`src/rtl/txdp_pkg.sv`:
```
// Shared definitions for the transmit descriptor poller.
// Assumes a descriptor of four half-words: status, length, addr low, addr high.
package txdp_pkg;

    localparam int READY_BIT = 15;
    localparam int WRAP_BIT  = 13;

    localparam logic [1:0] OFF_STATUS = 2'd0;
    localparam logic [1:0] OFF_LENGTH = 2'd1;
    localparam logic [1:0] OFF_ADDRLO = 2'd2;
    localparam logic [1:0] OFF_ADDRHI = 2'd3;

    typedef enum logic [3:0] {
        S_IDLE,
        S_RSTAT,
        S_RLEN,
        S_RPLO,
        S_RPHI,
        S_SETUP,
        S_FETCH,
        S_LOAD,
        S_SEND,
        S_WB
    } txdp_state_t;

endpackage

```
`src/rtl/txdp_poll_timer.sv`:
```
// Poll interval timer: counts cycles while run_i is high and raises expire_o
// in the cycle the interval is complete. Restarts from zero whenever run_i drops.
// Assumes POLL_CYCLES >= 2.
module txdp_poll_timer #(
    parameter int POLL_CYCLES = 200
) (
    input  logic clk,
    input  logic rst_n,
    input  logic run_i,
    output logic expire_o
);
    localparam int CW = $clog2(POLL_CYCLES);
    localparam logic [CW-1:0] LAST = CW'(POLL_CYCLES - 1);

    logic [CW-1:0] cnt_q;

    assign expire_o = run_i && (cnt_q == LAST);

    // Count idle cycles; clear when stopped or at expiry.
    always_ff @(posedge clk) begin
        if (!rst_n || !run_i || expire_o) begin
            cnt_q <= '0;
        end else begin
            cnt_q <= cnt_q + 1'b1;
        end
    end

    AST_POLL_RESTART: assert property (@(posedge clk) disable iff (!rst_n)
        expire_o |=> !expire_o);

endmodule

```
`src/rtl/txdp_demand_reg.sv`:
```
// Start-now command register: set by a software write, cleared by itself
// one clock later. Assumes set_i is a single-cycle write strobe.
module txdp_demand_reg (
    input  logic clk,
    input  logic rst_n,
    input  logic set_i,
    output logic flag_o
);
    // Capture the write; with no new write the flag falls back to zero.
    always_ff @(posedge clk) begin
        if (!rst_n) begin
            flag_o <= 1'b0;
        end else begin
            flag_o <= set_i;
        end
    end

    AST_DEMAND_PULSE: assert property (@(posedge clk) disable iff (!rst_n)
        flag_o && !$past(set_i, 2) |=> !flag_o);

endmodule

```
`src/rtl/txdp_ring_index.sv`:
```
// Ring index of the current descriptor. Advances after each serviced
// descriptor and returns to zero on a wrap mark or at the end of the ring.
// Assumes RING_SIZE between 2 and 128.
module txdp_ring_index #(
    parameter int RING_SIZE = 16
) (
    input  logic                         clk,
    input  logic                         rst_n,
    input  logic                         advance_i,
    input  logic                         wrap_i,
    output logic [$clog2(RING_SIZE)-1:0] idx_o
);
    localparam int IDX_W = $clog2(RING_SIZE);
    localparam logic [IDX_W-1:0] LAST_IDX = IDX_W'(RING_SIZE - 1);

    // Step to the next descriptor or back to the ring base.
    always_ff @(posedge clk) begin
        if (!rst_n) begin
            idx_o <= '0;
        end else if (advance_i) begin
            if (wrap_i || idx_o == LAST_IDX) begin
                idx_o <= '0;
            end else begin
                idx_o <= idx_o + 1'b1;
            end
        end
    end

    AST_WRAP_TO_BASE: assert property (@(posedge clk) disable iff (!rst_n)
        advance_i && wrap_i |=> idx_o == '0);

    AST_IDX_HELD: assert property (@(posedge clk) disable iff (!rst_n)
        !advance_i |=> $stable(idx_o));

endmodule

```
`src/rtl/txdp_tx_poller.sv`:
```
// Transmit descriptor poller, top level. Waits for the poll interval or a
// start-now command, reads the current descriptor, streams its buffer bytes
// to the transmitter, then writes back the status with the ready bit cleared.
// A command keeps the block running back to back until a descriptor is found
// not ready. Assumes descriptor RAM and buffer memory answer one cycle after
// their read strobes.
module txdp_tx_poller
    import txdp_pkg::*;
#(
    parameter int RING_SIZE   = 16,
    parameter int POLL_CYCLES = 200,
    parameter int IDX_W       = $clog2(RING_SIZE),
    parameter int RAM_AW      = IDX_W + 2
) (
    input  logic              clk,
    input  logic              rst_n,
    input  logic              demand_wr,
    output logic              demand_flag,
    output logic              ram_rd,
    output logic              ram_wr,
    output logic [RAM_AW-1:0] ram_addr,
    output logic [15:0]       ram_wdata,
    input  logic [15:0]       ram_rdata,
    output logic              buf_rd,
    output logic [31:0]       buf_addr,
    input  logic [7:0]        buf_rdata,
    output logic              tx_valid,
    output logic [7:0]        tx_data,
    input  logic              tx_ready
);
    txdp_state_t      state_q, state_d;
    logic [15:0]      status_q, len_q, ptr_lo_q, bcnt_q;
    logic [31:0]      ptr_q;
    logic [7:0]       byte_q;
    logic             burst_q;
    logic             dmd_q, poll_due;
    logic [IDX_W-1:0] idx;
    logic [1:0]       off;
    logic             last_byte;

    txdp_demand_reg u_dmd (
        .clk    (clk),
        .rst_n  (rst_n),
        .set_i  (demand_wr),
        .flag_o (dmd_q)
    );

    txdp_poll_timer #(.POLL_CYCLES(POLL_CYCLES)) u_timer (
        .clk      (clk),
        .rst_n    (rst_n),
        .run_i    (state_q == S_IDLE),
        .expire_o (poll_due)
    );

    txdp_ring_index #(.RING_SIZE(RING_SIZE)) u_ring (
        .clk       (clk),
        .rst_n     (rst_n),
        .advance_i (state_q == S_WB),
        .wrap_i    (status_q[WRAP_BIT]),
        .idx_o     (idx)
    );

    assign demand_flag = dmd_q;
    assign last_byte   = (bcnt_q == len_q - 16'd1);

    // Pick the half-word offset each state touches in the descriptor.
    always_comb begin
        case (state_q)
            S_RLEN:  off = OFF_LENGTH;
            S_RPLO:  off = OFF_ADDRLO;
            S_RPHI:  off = OFF_ADDRHI;
            default: off = OFF_STATUS;
        endcase
    end

    assign ram_rd    = (state_q == S_RSTAT) || (state_q == S_RLEN) ||
                       (state_q == S_RPLO)  || (state_q == S_RPHI);
    assign ram_wr    = (state_q == S_WB);
    assign ram_addr  = {idx, off};
    assign ram_wdata = status_q & ~(16'd1 << READY_BIT);
    assign buf_rd    = (state_q == S_FETCH);
    assign buf_addr  = ptr_q + {16'd0, bcnt_q};
    assign tx_valid  = (state_q == S_SEND);
    assign tx_data   = byte_q;

    // Next-state selection of the descriptor walk.
    always_comb begin
        state_d = state_q;
        case (state_q)
            S_IDLE:  if (dmd_q || poll_due) state_d = S_RSTAT;
            S_RSTAT: state_d = S_RLEN;
            S_RLEN: begin
                if (ram_rdata[READY_BIT]) state_d = S_RPLO;
                else if (dmd_q)           state_d = S_RSTAT;
                else                      state_d = S_IDLE;
            end
            S_RPLO:  state_d = S_RPHI;
            S_RPHI:  state_d = S_SETUP;
            S_SETUP: state_d = (len_q == 16'd0) ? S_WB : S_FETCH;
            S_FETCH: state_d = S_LOAD;
            S_LOAD:  state_d = S_SEND;
            S_SEND: begin
                if (tx_ready) state_d = last_byte ? S_WB : S_FETCH;
            end
            S_WB:    state_d = (burst_q || dmd_q) ? S_RSTAT : S_IDLE;
            default: state_d = S_IDLE;
        endcase
    end

    // State register.
    always_ff @(posedge clk) begin
        if (!rst_n) state_q <= S_IDLE;
        else        state_q <= state_d;
    end

    // Burst mode: entered on a command, left at a descriptor not ready.
    always_ff @(posedge clk) begin
        if (!rst_n) begin
            burst_q <= 1'b0;
        end else if (dmd_q) begin
            burst_q <= 1'b1;
        end else if (state_q == S_RLEN && !ram_rdata[READY_BIT]) begin
            burst_q <= 1'b0;
        end
    end

    // Capture descriptor fields as they return and track the byte position.
    always_ff @(posedge clk) begin
        if (!rst_n) begin
            status_q <= '0;
            len_q    <= '0;
            ptr_lo_q <= '0;
            ptr_q    <= '0;
            bcnt_q   <= '0;
            byte_q   <= '0;
        end else begin
            case (state_q)
                S_RLEN:  status_q <= ram_rdata;
                S_RPLO:  len_q    <= ram_rdata;
                S_RPHI:  ptr_lo_q <= ram_rdata;
                S_SETUP: begin
                    ptr_q  <= {ram_rdata, ptr_lo_q};
                    bcnt_q <= '0;
                end
                S_LOAD:  byte_q <= buf_rdata;
                S_SEND:  if (tx_ready) bcnt_q <= bcnt_q + 16'd1;
                default: ;
            endcase
        end
    end

    AST_TX_HOLD: assert property (@(posedge clk) disable iff (!rst_n)
        tx_valid && !tx_ready |=> tx_valid && $stable(tx_data));

    AST_WB_AFTER_LAST: assert property (@(posedge clk) disable iff (!rst_n)
        ram_wr && len_q != 16'd0 |-> $past(tx_valid && tx_ready));

    AST_WB_CLEARS_READY: assert property (@(posedge clk) disable iff (!rst_n)
        ram_wr |-> !ram_wdata[READY_BIT]);

    AST_EMPTY_NO_TX: assert property (@(posedge clk) disable iff (!rst_n)
        state_q == S_SETUP && len_q == 16'd0 |=> !tx_valid && ram_wr);

    AST_BURST_NEXT: assert property (@(posedge clk) disable iff (!rst_n)
        ram_wr && burst_q |=> ram_rd && ram_addr[1:0] == OFF_STATUS);

    AST_START_ON_DEMAND: assert property (@(posedge clk) disable iff (!rst_n)
        dmd_q && state_q == S_IDLE |=> ram_rd);

endmodule

```
`config.mk`:
```
export PLATFORM = sky130hd
export DESIGN_NAME = txdp_tx_poller
export DESIGN_NICKNAME = d
export VERILOG_FILES = /design/src/rtl/txdp_pkg.sv /design/src/rtl/txdp_poll_timer.sv /design/src/rtl/txdp_demand_reg.sv /design/src/rtl/txdp_ring_index.sv /design/src/rtl/txdp_tx_poller.sv
export SDC_FILE = /design/constraint.sdc
export NUM_CORES = 1
export LEC_CHECK = 0
export ABC_CLOCK_PERIOD_IN_PS = 2900
export BUFFER_PORTS_ARGS = -buffer_cell sky130_fd_sc_hd__buf_2
export CORE_ASPECT_RATIO = 0.6
export CORE_MARGIN = 2
export CORE_UTILIZATION = 40
export CTS_BUF_LIST = sky130_fd_sc_hd__clkbuf_4 sky130_fd_sc_hd__clkbuf_8
export DETAILED_ROUTE_END_ITERATION = 10
export GPL_TIMING_DRIVEN = 0
export PLACE_DENSITY_LB_ADDON = 0.3
export SLEW_MARGIN = 25
export SYNTH_ARGS = -nofsm -noshare
export SYNTH_HDL_FRONTEND = slang
export SYNTH_SLANG_ARGS = --single-unit
```
`constraint.sdc`:
```
create_clock -name clk -period 2.9 [get_ports clk]
set_clock_uncertainty 0.05 [all_clocks]
set_input_delay 0.145 -clock clk [delete_from_list [all_inputs] [get_ports clk]]
set_output_delay 0.145 -clock clk [all_outputs]
set_load 0.01 [all_outputs]
```
==> impl_metrics.env <==
export IMPL_yosysWarnings=0
export IMPL_grt_pass1_wl_um=29400
export IMPL_std_cell_rows=35
export IMPL_synth_ff_type="dfxtp_1"
export IMPL_status="finished with violations"
export IMPL_violations="DRC, setup timing"
export IMPL_synth_edf_count=0
export IMPL_leakage_nw=3.26
export IMPL_drc=8
export IMPL_critPathArrivalTime_ps=2770
export IMPL_max_cap_violations=0
export IMPL_fp_coreArea_um2=15500
export IMPL_min_period_ps=2970
export IMPL_synth_top_cell_by_area="dfxtp_1"
export IMPL_whs_ps=35.5
export IMPL_power_frac_seq_pct=46.5
export IMPL_drtAntennaViolNets=0
export IMPL_drt_total_wl_um=18400
export IMPL_port_buffers=93
export IMPL_die_w_um=168
export IMPL_dpl_cell_area_um2=7140
export IMPL_hold_viol=0
export IMPL_p_per_area_nw_per_um2=441
export IMPL_critical_path_slowest_cell="dfxtp_4"
export IMPL_internal_power_mw=2.78
export IMPL_setup_worst_path_end_class="output port"
export IMPL_netlist_instances=799
export IMPL_drt_iter0_drc=373
export IMPL_cp_top_family="compound AO/OA/AOI/OAI gates"
export IMPL_p_comb_share_pct=6.0
export IMPL_hold_class="primary input to register"
export IMPL_start_util_pct=41.4
export IMPL_mostFrequentLayoutCells="nand2_1 (208), dfxtp_1 (107), buf_2 (94)"
export IMPL_clock_latency_ps=440
export IMPL_gp_congestion=0.884
export IMPL_relSlewSlack_pct=32.1
export IMPL_antenna_found_initial=0
export IMPL_cp_start_kind="register"
export IMPL_io_pin_count=95
export IMPL_dieArea_um2=17100
export IMPL_power_mw=3.62
export IMPL_synthArstFlopShare_pct=0
export IMPL_grt_usage_pct=21.9
export IMPL_cts_buffers=17
export IMPL_power_switching_mw=0.841
export IMPL_final_area_um2=8220
export IMPL_path_clk_slew_ps=80
export IMPL_vias=6007
export IMPL_fin_ws_ps=-66.0
export IMPL_clockBufferDepth=2
export IMPL_final_common_cell="nand2_1"
export IMPL_synth_area_top_cells="dfxtp_1 (38%), nand2_1 (12%), a21boi_0 (7.6%)"
export IMPL_worstPathRequired_ps=2710
export IMPL_syn_area_um2=6420
export IMPL_grt_overflow=0
export IMPL_synth_seq_area_share_pct=37.7
export IMPL_crit_type="register to output port"
export IMPL_drt_first_pass_iters=8
export IMPL_crit_chain="ha_4, inv_2, fa_2, nor2b_4, o31ai_4, a21oi_2, nor2_2, a221oi_4, buf_12, buf_12, nand3_2, xnor2_2, buf_2"
export IMPL_fill_cells=1473
export IMPL_dieHeight_um=102
export IMPL_crit_path_max_incr_delay_ps=380
export IMPL_clkPwrFrac_pct=47.4
export IMPL_tightest_slew_ps=1010
export IMPL_htreeDepth=4
export IMPL_avgSynthCellArea_um2=8.03
export IMPL_clock_fmax_mhz=337
export IMPL_path_buf_inv=4
export IMPL_tritoncts="yes"
export IMPL_fin_tns_setup_ps=-204
export IMPL_grt_pass1_vias=5539
export IMPL_synth_top_area_share_pct=37.7
export IMPL_drv_slew=0
export IMPL_synthesis_nets=848
export IMPL_area_growth_pct=28.1
export IMPL_cts_root_buf="clkbuf_8"
export IMPL_p_sw_share_pct=23.2
export IMPL_final_cells=1162
export IMPL_dp_hpwl_um=13400
export IMPL_setup_viol=5
export IMPL_critical_path_max_fanout=6
export IMPL_clock_sinks=121
export IMPL_ys_ff_latch=121
export IMPL_grt_max_degree=17
export IMPL_crit_top_cell="buf_12"
export IMPL_dp_cells=1095
export IMPL_avgViaCountPerCell=5.17
export IMPL_synth_distinct_cells=65
export IMPL_rsz0062_at_grt="yes"
export IMPL_max_vdd_ir_drop_mv=0.384
export IMPL_wl_per_cell_um=15.8
export IMPL_drive_above_1_share_pct=20.3
export IMPL_post_route_period_util_pct=102
export IMPL_fin_nets=994
==> cell usage after synthesis, types with 2 or more instances <==
cell type / number
buf_4: 2
a21boi_0: 65
nor4b_1: 2
and3_1: 10
nand3_1: 20
a21o_1: 8
o21a_1: 5
o2bb2ai_1: 2
nor4_4: 2
nand2b_1: 8
ha_1: 20
o21ai_1: 2
or2_2: 2
nor4_1: 3
o31a_1: 3
nor2b_1: 9
xor2_1: 29
and4_1: 3
a211oi_1: 2
nand4_1: 7
a21oi_1: 21
and2_1: 5
nand3b_1: 6
nand2_1: 208
dfxtp_1: 121
nor3_1: 11
or3_1: 5
mux2i_1: 4
clkbuf_1: 34
inv_1: 13
nand4b_1: 3
nor2_1: 53
o21ai_0: 13
a31oi_1: 5
a21boi_1: 24
xnor2_1: 39
o31ai_1: 2
==> tightest hold or removal path: stages <==
cell and delay [ps]:
buf_2 170, nand2_1 70, a21boi_0 70
==> through the flow <==
stage / setup WS, ps / utilization, %
after floorplan: 371 / -
after global placement: -302 / 46.0
after detailed placement: -317 / 46.0
after CTS: -129 / 52.6
after global routing: -207 / 53.0
final: -66.0 / 53.0
==> layout make-up <==
type / instances / area, um2 / share of cell area (%)
inverters: 14 / 52.6 / 0.639
repair buffers: 129 / 830 / 10.1
flip-flops and latches: 121 / 2450 / 29.8
clock inverters: 11 / 168 / 2.04
multi-input cells: 625 / 4020 / 48.9
clock buffers: 21 / 283 / 3.44
diodes: 1 / 2.50 / 0.0305
plain buffers: 37 / 156 / 1.90
well taps: 203 / 254 / 3.09
==> registers in the layout (all words and copies together) (netlist names) <==
register       flops
burst_q            1
status_q          15
state_q            4
len_q             16
bcnt_q            16
ptr_lo_q          16
tx_data            8
u_timer.cnt_q      8
u_dmd.flag_o       1
u_ring.idx_o       4
ptr_q             32
==> cells by family (layout without fill, tap and decap cells) <==
logic type | count (synthesis) | after routing | synth area share [%]
other | 1 | 2 | 0.0584
multiplexers | 6 | 6 | 0.975
adder cells (fa/ha/maj) | 21 | 21 | 4.21
buffers and inverters | 53 | 212 | 3.35
XOR/XNOR | 68 | 68 | 9.28
AND/OR/NAND/NOR | 366 | 366 | 26.3
AO/OA/AOI/OAI | 163 | 163 | 18.1
flip-flops | 121 | 121 | 37.7
==> repair_timing <==
action,4_1_cts,5_1_grt
setup endpoints to repair,23,21
pin swaps,10,13
hold buffers,26,0
buffers inserted,9,1
resized for setup,42,16
hold endpoints to repair,70,0
==> worst paths after layout <==
check,startpoint,endpoint,slack [ps],cells after the start
max,bcnt_q[0],buf_addr[20],-70,13
min,ram_rdata[15],len_q[15],40,3
max reg2reg,len_q[2],state_q[2],210,7
min reg2reg,u_timer.cnt_q[0],u_timer.cnt_q[0],400,1
==> routing by layer <==
| metal | wire, um | global-route usage [%] | part of all wire [%] |
|---|---|---|---|
| met4 | 78 | 5.35 | 0.42 |
| met1 | 9400 | 33.2 | 51 |
| met5 | 0 | 0 | 0 |
| met3 | 1370 | 4.73 | 7.4 |
| met2 | 7530 | 31.4 | 41 |
==> power groups by stage <==
stage	logic (mW)	registers, mW	clock network (mW)
finish	0.219	1.69	1.72
detailed placement	0.188	1.73	0
global route	0.238	1.69	1.84
floorplan	0.103	1.73	0
global placement	0.187	1.73	0
CTS	0.215	1.69	1.73
Power figures use the tool's default switching activity.
